<file path="src/rtl/inj_pkg.sv">
package inj_pkg;
   typedef enum logic [2:0] {
      ST_IDLE = 3'd0,
      ST_FILL = 3'd1,
      ST_SYNC = 3'd2,
      ST_VLO  = 3'd3,
      ST_VHI  = 3'd4,
      ST_PASS = 3'd5
   } inj_state_e;

   function automatic logic is_isolated(input inj_state_e s);
      return (s == ST_FILL) || (s == ST_SYNC) || (s == ST_VLO) || (s == ST_VHI);
   endfunction
endpackage

</file>
<file path="src/rtl/inj_phase_track.sv">
module inj_phase_track #(
   parameter int ADDR_W      = 16,
   parameter int SYNC_STAGES = 2
) (
   input  logic              clk,
   input  logic              rst_n,
   input  logic              bus_phi,
   input  logic [ADDR_W-1:0] bus_addr,
   input  logic              bus_rd,
   output logic              cyc_end,
   output logic              cyc_rd,
   output logic [ADDR_W-1:0] cyc_addr
);
   logic phi_s;
   logic phi_q;

   generate
      if (SYNC_STAGES == 0) begin : g_direct
         assign phi_s = bus_phi;
      end else begin : g_sync
         logic [SYNC_STAGES-1:0] chain;
         always_ff @(posedge clk) begin
            if (!rst_n) chain <= '0;
            else        chain <= {chain[SYNC_STAGES-2:0], bus_phi};
         end
         assign phi_s = chain[SYNC_STAGES-1];
      end
   endgenerate

   always_ff @(posedge clk) begin
      if (!rst_n) begin
         phi_q    <= 1'b0;
         cyc_rd   <= 1'b0;
         cyc_addr <= '0;
      end else begin
         phi_q <= phi_s;
         if (bus_phi) begin
            cyc_rd   <= bus_rd;
            cyc_addr <= bus_addr;
         end
      end
   end

   assign cyc_end = phi_q & ~phi_s;
endmodule

</file>
<file path="src/rtl/inj_sequencer.sv">
module inj_sequencer
   import inj_pkg::*;
#(
   parameter int          ADDR_W    = 16,
   parameter int          FILL_MIN  = 8,
   parameter logic [15:0] LOOP_ADDR = 16'h4C4C,
   parameter logic [15:0] VEC_ADDR  = 16'hFFFC
) (
   input  logic              clk,
   input  logic              rst_n,
   input  logic              restart_req,
   input  logic              cyc_end,
   input  logic              cyc_rd,
   input  logic [ADDR_W-1:0] cyc_addr,
   output inj_state_e        state
);
   localparam int CNT_W = $clog2(FILL_MIN + 1);
   localparam logic [CNT_W-1:0] CNT_MAX = CNT_W'(FILL_MIN);
   localparam logic [ADDR_W-1:0] LOOP_A = ADDR_W'(LOOP_ADDR);
   localparam logic [ADDR_W-1:0] VEC_HI = ADDR_W'(VEC_ADDR + 16'd1);

   logic [CNT_W-1:0] fill_cnt;
   logic             rd_end;
   inj_state_e       state_nx;

   assign rd_end = cyc_end & cyc_rd;

   always_comb begin
      state_nx = state;
      unique case (state)
         ST_IDLE: if (restart_req) state_nx = ST_FILL;
         ST_FILL: if (rd_end && fill_cnt == CNT_MAX - 1'b1) state_nx = ST_SYNC;
         ST_SYNC: if (rd_end && cyc_addr == LOOP_A) state_nx = ST_VLO;
         ST_VLO:  if (rd_end) state_nx = ST_VHI;
         ST_VHI:  if (rd_end) state_nx = ST_PASS;
         ST_PASS: if (rd_end && cyc_addr == VEC_HI) state_nx = ST_IDLE;
         default: state_nx = ST_IDLE;
      endcase
   end

   always_ff @(posedge clk) begin
      if (!rst_n) begin
         state    <= ST_IDLE;
         fill_cnt <= '0;
      end else begin
         state <= state_nx;
         if (state == ST_IDLE)
            fill_cnt <= '0;
         else if (state == ST_FILL && rd_end && fill_cnt != CNT_MAX)
            fill_cnt <= fill_cnt + 1'b1;
      end
   end

   a_r2_trigger_starts: assert property (@(posedge clk) disable iff (!rst_n)
      (state == ST_IDLE && restart_req) |=> state == ST_FILL);

   a_r8_no_restart: assert property (@(posedge clk) disable iff (!rst_n)
      (state != ST_IDLE && state != ST_FILL && restart_req) |=> state != ST_FILL);

   a_r4_fill_len: assert property (@(posedge clk) disable iff (!rst_n)
      (state == ST_FILL && state_nx == ST_SYNC) |-> fill_cnt == CNT_MAX - 1'b1);

   a_r5_ptr_order: assert property (@(posedge clk) disable iff (!rst_n)
      (state == ST_VLO && rd_end) |=> state == ST_VHI);

   a_r7_write_holds: assert property (@(posedge clk) disable iff (!rst_n)
      (cyc_end && !cyc_rd && state != ST_IDLE) |=> $stable(fill_cnt));
endmodule

</file>
<file path="src/rtl/inj_bus_mux.sv">
module inj_bus_mux
   import inj_pkg::*;
#(
   parameter int          ADDR_W    = 16,
   parameter int          DATA_W    = 8,
   parameter logic [7:0]  LOOP_OPC  = 8'h4C,
   parameter logic [7:0]  IND_OPC   = 8'h6C,
   parameter logic [15:0] VEC_ADDR  = 16'hFFFC
) (
   input  logic              clk,
   input  logic              rst_n,
   input  inj_state_e        state,
   input  logic              bus_phi,
   input  logic              bus_rd,
   input  logic [ADDR_W-1:0] bus_addr,
   output logic [DATA_W-1:0] inj_data,
   output logic              inj_drive,
   output logic              mem_conn
);
   localparam logic [ADDR_W-1:0] LOOP_A = ADDR_W'({LOOP_OPC, LOOP_OPC});

   logic isolated;
   assign isolated  = is_isolated(state);
   assign mem_conn  = ~isolated;
   assign inj_drive = isolated & bus_phi & bus_rd;

   always_comb begin
      unique case (state)
         ST_FILL: inj_data = DATA_W'(LOOP_OPC);
         ST_SYNC: inj_data = (bus_addr == LOOP_A) ? DATA_W'(IND_OPC) : DATA_W'(LOOP_OPC);
         ST_VLO:  inj_data = DATA_W'(VEC_ADDR[7:0]);
         ST_VHI:  inj_data = DATA_W'(VEC_ADDR[15:8]);
         default: inj_data = '0;
      endcase
   end

   a_r7_no_drive_write: assert property (@(posedge clk) disable iff (!rst_n)
      (!bus_rd || !bus_phi) |-> !inj_drive);

   a_r6_no_contention: assert property (@(posedge clk) disable iff (!rst_n)
      inj_drive |-> !mem_conn);
endmodule

</file>
<file path="src/rtl/restart_injector.sv">
module restart_injector #(
   parameter int          ADDR_W      = 16,
   parameter int          DATA_W      = 8,
   parameter int          FILL_MIN    = 8,
   parameter int          SYNC_STAGES = 2,
   parameter logic [7:0]  LOOP_OPC    = 8'h4C,
   parameter logic [7:0]  IND_OPC     = 8'h6C,
   parameter logic [15:0] VEC_ADDR    = 16'hFFFC
) (
   input  logic              clk,
   input  logic              rst_n,
   input  logic              bus_phi,
   input  logic [ADDR_W-1:0] bus_addr,
   input  logic              bus_rd,
   input  logic [DATA_W-1:0] mem_rdata,
   input  logic              restart_req,
   output logic [DATA_W-1:0] inj_data,
   output logic              inj_drive,
   output logic              mem_conn,
   output logic              busy
);
   import inj_pkg::*;

   localparam logic [15:0] LOOP_ADDR = {LOOP_OPC, LOOP_OPC};

   generate
      if (FILL_MIN < 4) begin : g_bad_fill
         $error("FILL_MIN must cover one corrupted instruction (>= 4)");
      end
      if (ADDR_W != 16 || DATA_W != 8) begin : g_bad_bus
         $error("bus widths must be 16 address and 8 data bits");
      end
      if (SYNC_STAGES == 1 || SYNC_STAGES > 4) begin : g_bad_sync
         $error("SYNC_STAGES must be 0, 2, 3 or 4");
      end
   endgenerate

   logic              cyc_end;
   logic              cyc_rd;
   logic [ADDR_W-1:0] cyc_addr;
   inj_state_e        state;
   logic [DATA_W-1:0] unused_mem;

   assign unused_mem = mem_rdata;

   inj_phase_track #(.ADDR_W(ADDR_W), .SYNC_STAGES(SYNC_STAGES)) u_phase (
      .clk(clk), .rst_n(rst_n), .bus_phi(bus_phi), .bus_addr(bus_addr),
      .bus_rd(bus_rd), .cyc_end(cyc_end), .cyc_rd(cyc_rd), .cyc_addr(cyc_addr)
   );

   inj_sequencer #(.ADDR_W(ADDR_W), .FILL_MIN(FILL_MIN),
                   .LOOP_ADDR(LOOP_ADDR), .VEC_ADDR(VEC_ADDR)) u_seq (
      .clk(clk), .rst_n(rst_n), .restart_req(restart_req), .cyc_end(cyc_end),
      .cyc_rd(cyc_rd), .cyc_addr(cyc_addr), .state(state)
   );

   inj_bus_mux #(.ADDR_W(ADDR_W), .DATA_W(DATA_W), .LOOP_OPC(LOOP_OPC),
                 .IND_OPC(IND_OPC), .VEC_ADDR(VEC_ADDR)) u_mux (
      .clk(clk), .rst_n(rst_n), .state(state), .bus_phi(bus_phi),
      .bus_rd(bus_rd), .bus_addr(bus_addr), .inj_data(inj_data),
      .inj_drive(inj_drive), .mem_conn(mem_conn)
   );

   assign busy = (state != ST_IDLE);

   a_r1_idle_connected: assert property (@(posedge clk) disable iff (!rst_n)
      !busy |-> (mem_conn && !inj_drive));

   a_r6_vector_released: assert property (@(posedge clk) disable iff (!rst_n)
      (busy && mem_conn) |-> !inj_drive);
endmodule

</file>
<file path="config.mk">
export PLATFORM = sky130hd
export DESIGN_NAME = restart_injector
export DESIGN_NICKNAME = d
export VERILOG_FILES = /design/src/rtl/inj_pkg.sv /design/src/rtl/inj_phase_track.sv /design/src/rtl/inj_sequencer.sv /design/src/rtl/inj_bus_mux.sv /design/src/rtl/restart_injector.sv
export SDC_FILE = /design/constraint.sdc
export NUM_CORES = 1
export LEC_CHECK = 0
export BUFFER_PORTS_ARGS = -buffer_cell sky130_fd_sc_hd__buf_4
export CAP_MARGIN = 10
export CELL_PAD_IN_SITES_DETAIL_PLACEMENT = 0
export CELL_PAD_IN_SITES_GLOBAL_PLACEMENT = 1
export CORE_MARGIN = 2
export CORE_UTILIZATION = 30
export DETAILED_ROUTE_END_ITERATION = 10
export HOLD_SLACK_MARGIN = 0.02
export PLACE_DENSITY_LB_ADDON = 0.1
export SLEW_MARGIN = 20
export SYNTH_ARGS = -nofsm -noshare
export SYNTH_HDL_FRONTEND = slang
export SYNTH_SLANG_ARGS = --single-unit
</file>
<file path="constraint.sdc">
create_clock -name clk -period 2.86 [get_ports clk]
set_input_delay 0 -clock clk [delete_from_list [all_inputs] [get_ports clk]]
set_output_delay 0 -clock clk [all_outputs]
set_load 0.02 [all_outputs]
</file>
==> impl_metrics.env <==
export IMPL_outcome="completed"
export IMPL_die_w_um=70.8
export IMPL_grt_pass1_vias=1029
export IMPL_synth_cell_area_um2=1340
export IMPL_hold_start="rst_n"
export IMPL_drv_slew=0
export IMPL_multi_input_area_um2=707
export IMPL_h_tree_depth=1
export IMPL_p_leak_nw=0.742
export IMPL_synthDistinctLibCells=33
export IMPL_avgSynthCellArea_um2=9.24
export IMPL_holdPathStages=3
export IMPL_grt_first_pass_wirelength_mm=4.84
export IMPL_first_iter_violations=21
export IMPL_dominantRegCellSynth="dfxtp_1"
export IMPL_areaGrowthSynthToFinish_pct=33.1
export IMPL_yosysSeqAreaShare_pct=40.3
export IMPL_cts_tree="done"
export IMPL_initial_core_util_pct=31.0
export IMPL_cpPeakStageDelay_ns=0.53
export IMPL_clk_pin_slew_ns=0.09
export IMPL_clockBufferDepth=2
export IMPL_numCtsBuffers=3
export IMPL_finalWirelength_mm=2.97
export IMPL_min_path_type="primary input to flip-flop"
export IMPL_worstPathCellList="dlygate4sd3_1, buf_4, nor4b_1, a41oi_1, o31ai_1, buf_4"
export IMPL_coreArea_um2=4320
export IMPL_synth_top_family_by_area="simple AND/OR/NAND/NOR gates"
export IMPL_place_hpwl_mm=2.12
export IMPL_timing_rr_end="u_seq.fill_cnt[3]$_SDFFE_PP0P_"
export IMPL_crit_slowest_cell="dlygate4sd3_1"
export IMPL_setup_viol=0
export IMPL_io_pins=40
export IMPL_arrival_ns=1.76
export IMPL_synthMuxAreaShare_pct=14.2
export IMPL_synth_area_top_cells="dfxtp_1 (40%), mux2i_1 (14%), nor2b_1 (8.4%)"
export IMPL_nets=217
export IMPL_yosysTopAreaCellShare_pct=40.3
export IMPL_r2r_cells=5
export IMPL_cts_setup_buffers=0
export IMPL_synth_edf_count=0
export IMPL_wl_per_cell_um=12.5
export IMPL_powerDensity_nw_per_um2=429
export IMPL_max_slew_margin_pct=70.2
export IMPL_drive_gt1_share_pct=20.5
export IMPL_clk_latency_ns=0.27
export IMPL_yosys_area_top_type="dfxtp_1"
export IMPL_grt_max_degree=26
export IMPL_cp_end_kind="output port"
export IMPL_place_gp_congestion=0.708
export IMPL_antenna_found_initial=0
export IMPL_die_area_um2=5020
export IMPL_grt_overflow=0
export IMPL_drtPass1Iterations=2
export IMPL_worstSetupPathType="primary input to output port"
export IMPL_gr_usage_all_layers_pct=12.2
export IMPL_regArea_um2=541
export IMPL_r2r_slack_ns=1.11
export IMPL_synth_most_common_cell="dfxtp_1"
export IMPL_cp_common_cell="buf_4"
export IMPL_yosysWarnings=0
export IMPL_worstMarginPinSlew_ns=0.446
export IMPL_num_rows=24
export IMPL_fin_skew_ns=0.00353
export IMPL_ys_ff_latch=27
export IMPL_post_place_ws_ns=1.09
export IMPL_synth_compound_area_share_pct=4.95
export IMPL_rsz0062_at_grt="no"
export IMPL_cts_root_buf="clkbuf_8"
export IMPL_synth_fa_ha_area_share_pct=1.87
export IMPL_syn_num_nets=176
export IMPL_reg2reg_from="u_seq.state[0]$_SDFFE_PN0P_"
export IMPL_vias_per_cell=4.71
export IMPL_numPortBuffers=31
export IMPL_fin_crit_ns=1.76
export IMPL_fin_ws_ns=1.10
export IMPL_cts_sinks=27
export IMPL_drc=0
export IMPL_fill_cells=467
export IMPL_num_vias=1116
export IMPL_synthArstFlopShare_pct=0
export IMPL_synth_cells_most_frequent="dfxtp_1 (27), mux2i_1 (19), nor2b_1 (18)"
export IMPL_min_to="u_seq.state[2]$_SDFFE_PN0P_"
export IMPL_synth_xor_area_share_pct=1.96
export IMPL_netlist_instances=145
export IMPL_yosys_area_share_simple_pct=29.8
export IMPL_hold_viol_final=0
export IMPL_fin_tns_setup_ns=0
export IMPL_ant_nets=0
export IMPL_ir_drop_mv=0.250
export IMPL_critPathMaxFanout=2
export IMPL_n_antenna_cell=0
export IMPL_maxCapViolCount=0
export IMPL_startpoint_type="primary input"
export IMPL_required_ns=2.86
export IMPL_fin_crit_sh_pct=61.5
export IMPL_fmax_mhz=568
export IMPL_dieHeight_um=70.8
## power by group
part | internal, mW | switching, mW
Combinational | 0.0754 | 0.0598
Clock | 0.0999 | 0.120
Sequential | 0.394 | 0.0156
Total | 0.569 | 0.196
## how the worst max path moves through the flow
| stage | startpoint | to | cells past startpoint |
|---|---|---|---|
| global route | u_seq.state[0]$_SDFFE_PN0P_ | u_seq.fill_cnt[3]$_SDFFE_PP0P_ | 5 |
| detailed placement | u_seq.state[0]$_SDFFE_PN0P_ | u_seq.fill_cnt[3]$_SDFFE_PP0P_ | 5 |
| floorplan | u_seq.state[0]$_SDFFE_PN0P_ | inj_drive | 5 |
| CTS | u_seq.state[0]$_SDFFE_PN0P_ | u_seq.fill_cnt[3]$_SDFFE_PP0P_ | 5 |
| global placement | u_seq.state[0]$_SDFFE_PN0P_ | u_seq.fill_cnt[3]$_SDFFE_PP0P_ | 5 |
| finish | bus_addr[7] | inj_data[5] | 6 |
## routing by layer
layer	GRT usage [%]	share of wire, %	up-vias
met4	2.52	0.64	0
li1	-	-	573
met2	20.8	49	22
met1	15.5	47	519
met5	0	0	-
met3	3.56	4.1	2
## state kept, by name, summed over array words and instances, names as in the netlist
register / flops
u_phase.phi_q: 1
u_phase.cyc_addr: 16
u_seq.fill_cnt: 4
u_seq.state: 3
u_phase.cyc_rd: 1
u_phase.g_sync.chain: 2
## cell families after synthesis
logic type	after synthesis
muxes	19
buffers and inverters	18
AOI/OAI and AO/OA	9
xor gates and xnor gates	3
DFF	27
and+or+nand+nor	67
adders and majority gates	2
## layout by cell type (no fill, tap or decap), types with 6 or more instances in the layout
cell / Yosys / final
dfxtp_1: 27 / 27
buf_4: 6 / 31
nor2b_1: 18 / 18
inv_1: 6 / 6
nor2_1: 10 / 10
dlygate4sd3_1: 0 / 17
nand2_1: 11 / 11
mux2i_1: 19 / 19
## timing repair
action | in CTS | in global routing
hold buffers | 17 | 0
gates resized for setup | 0 | 0
endpoints found under the hold margin | 17 | 0
## area by class of cell
cell class / count / area share [%]
Tap cell: 52 / 3.65
Sequential cell: 27 / 30.3
Clock buffer: 4 / 2.53
Multi-Input combinational cell: 100 / 39.6
Timing Repair Buffer: 48 / 22.6
Inverter: 6 / 1.26
## stage by stage
stage / power, mW / instances / hold slack, ns / instance area [um2] / utilization, %
detailed placement: 0.536 / 216 / 0.275 / 1570 / 36.3
finish: 0.765 / 237 / 0.0946 / 1780 / 41.2
floorplan: 0.489 / 145 / 0.138 / 1340 / -
CTS: 0.777 / 237 / 0.0951 / 1780 / 41.2
global placement: 0.534 / 216 / 0.265 / 1570 / 36.3
global route: 0.808 / 237 / 0.109 / 1780 / 41.2
## critical path, delay by kind of cell
family,cells,cell delay [ns]
AO/OA/AOI/OAI,2,0.49
buffers and inverters,3,0.85
AND/OR/NAND/NOR,1,0.42
No activity file was read; power rests on OpenSTA's default activity.
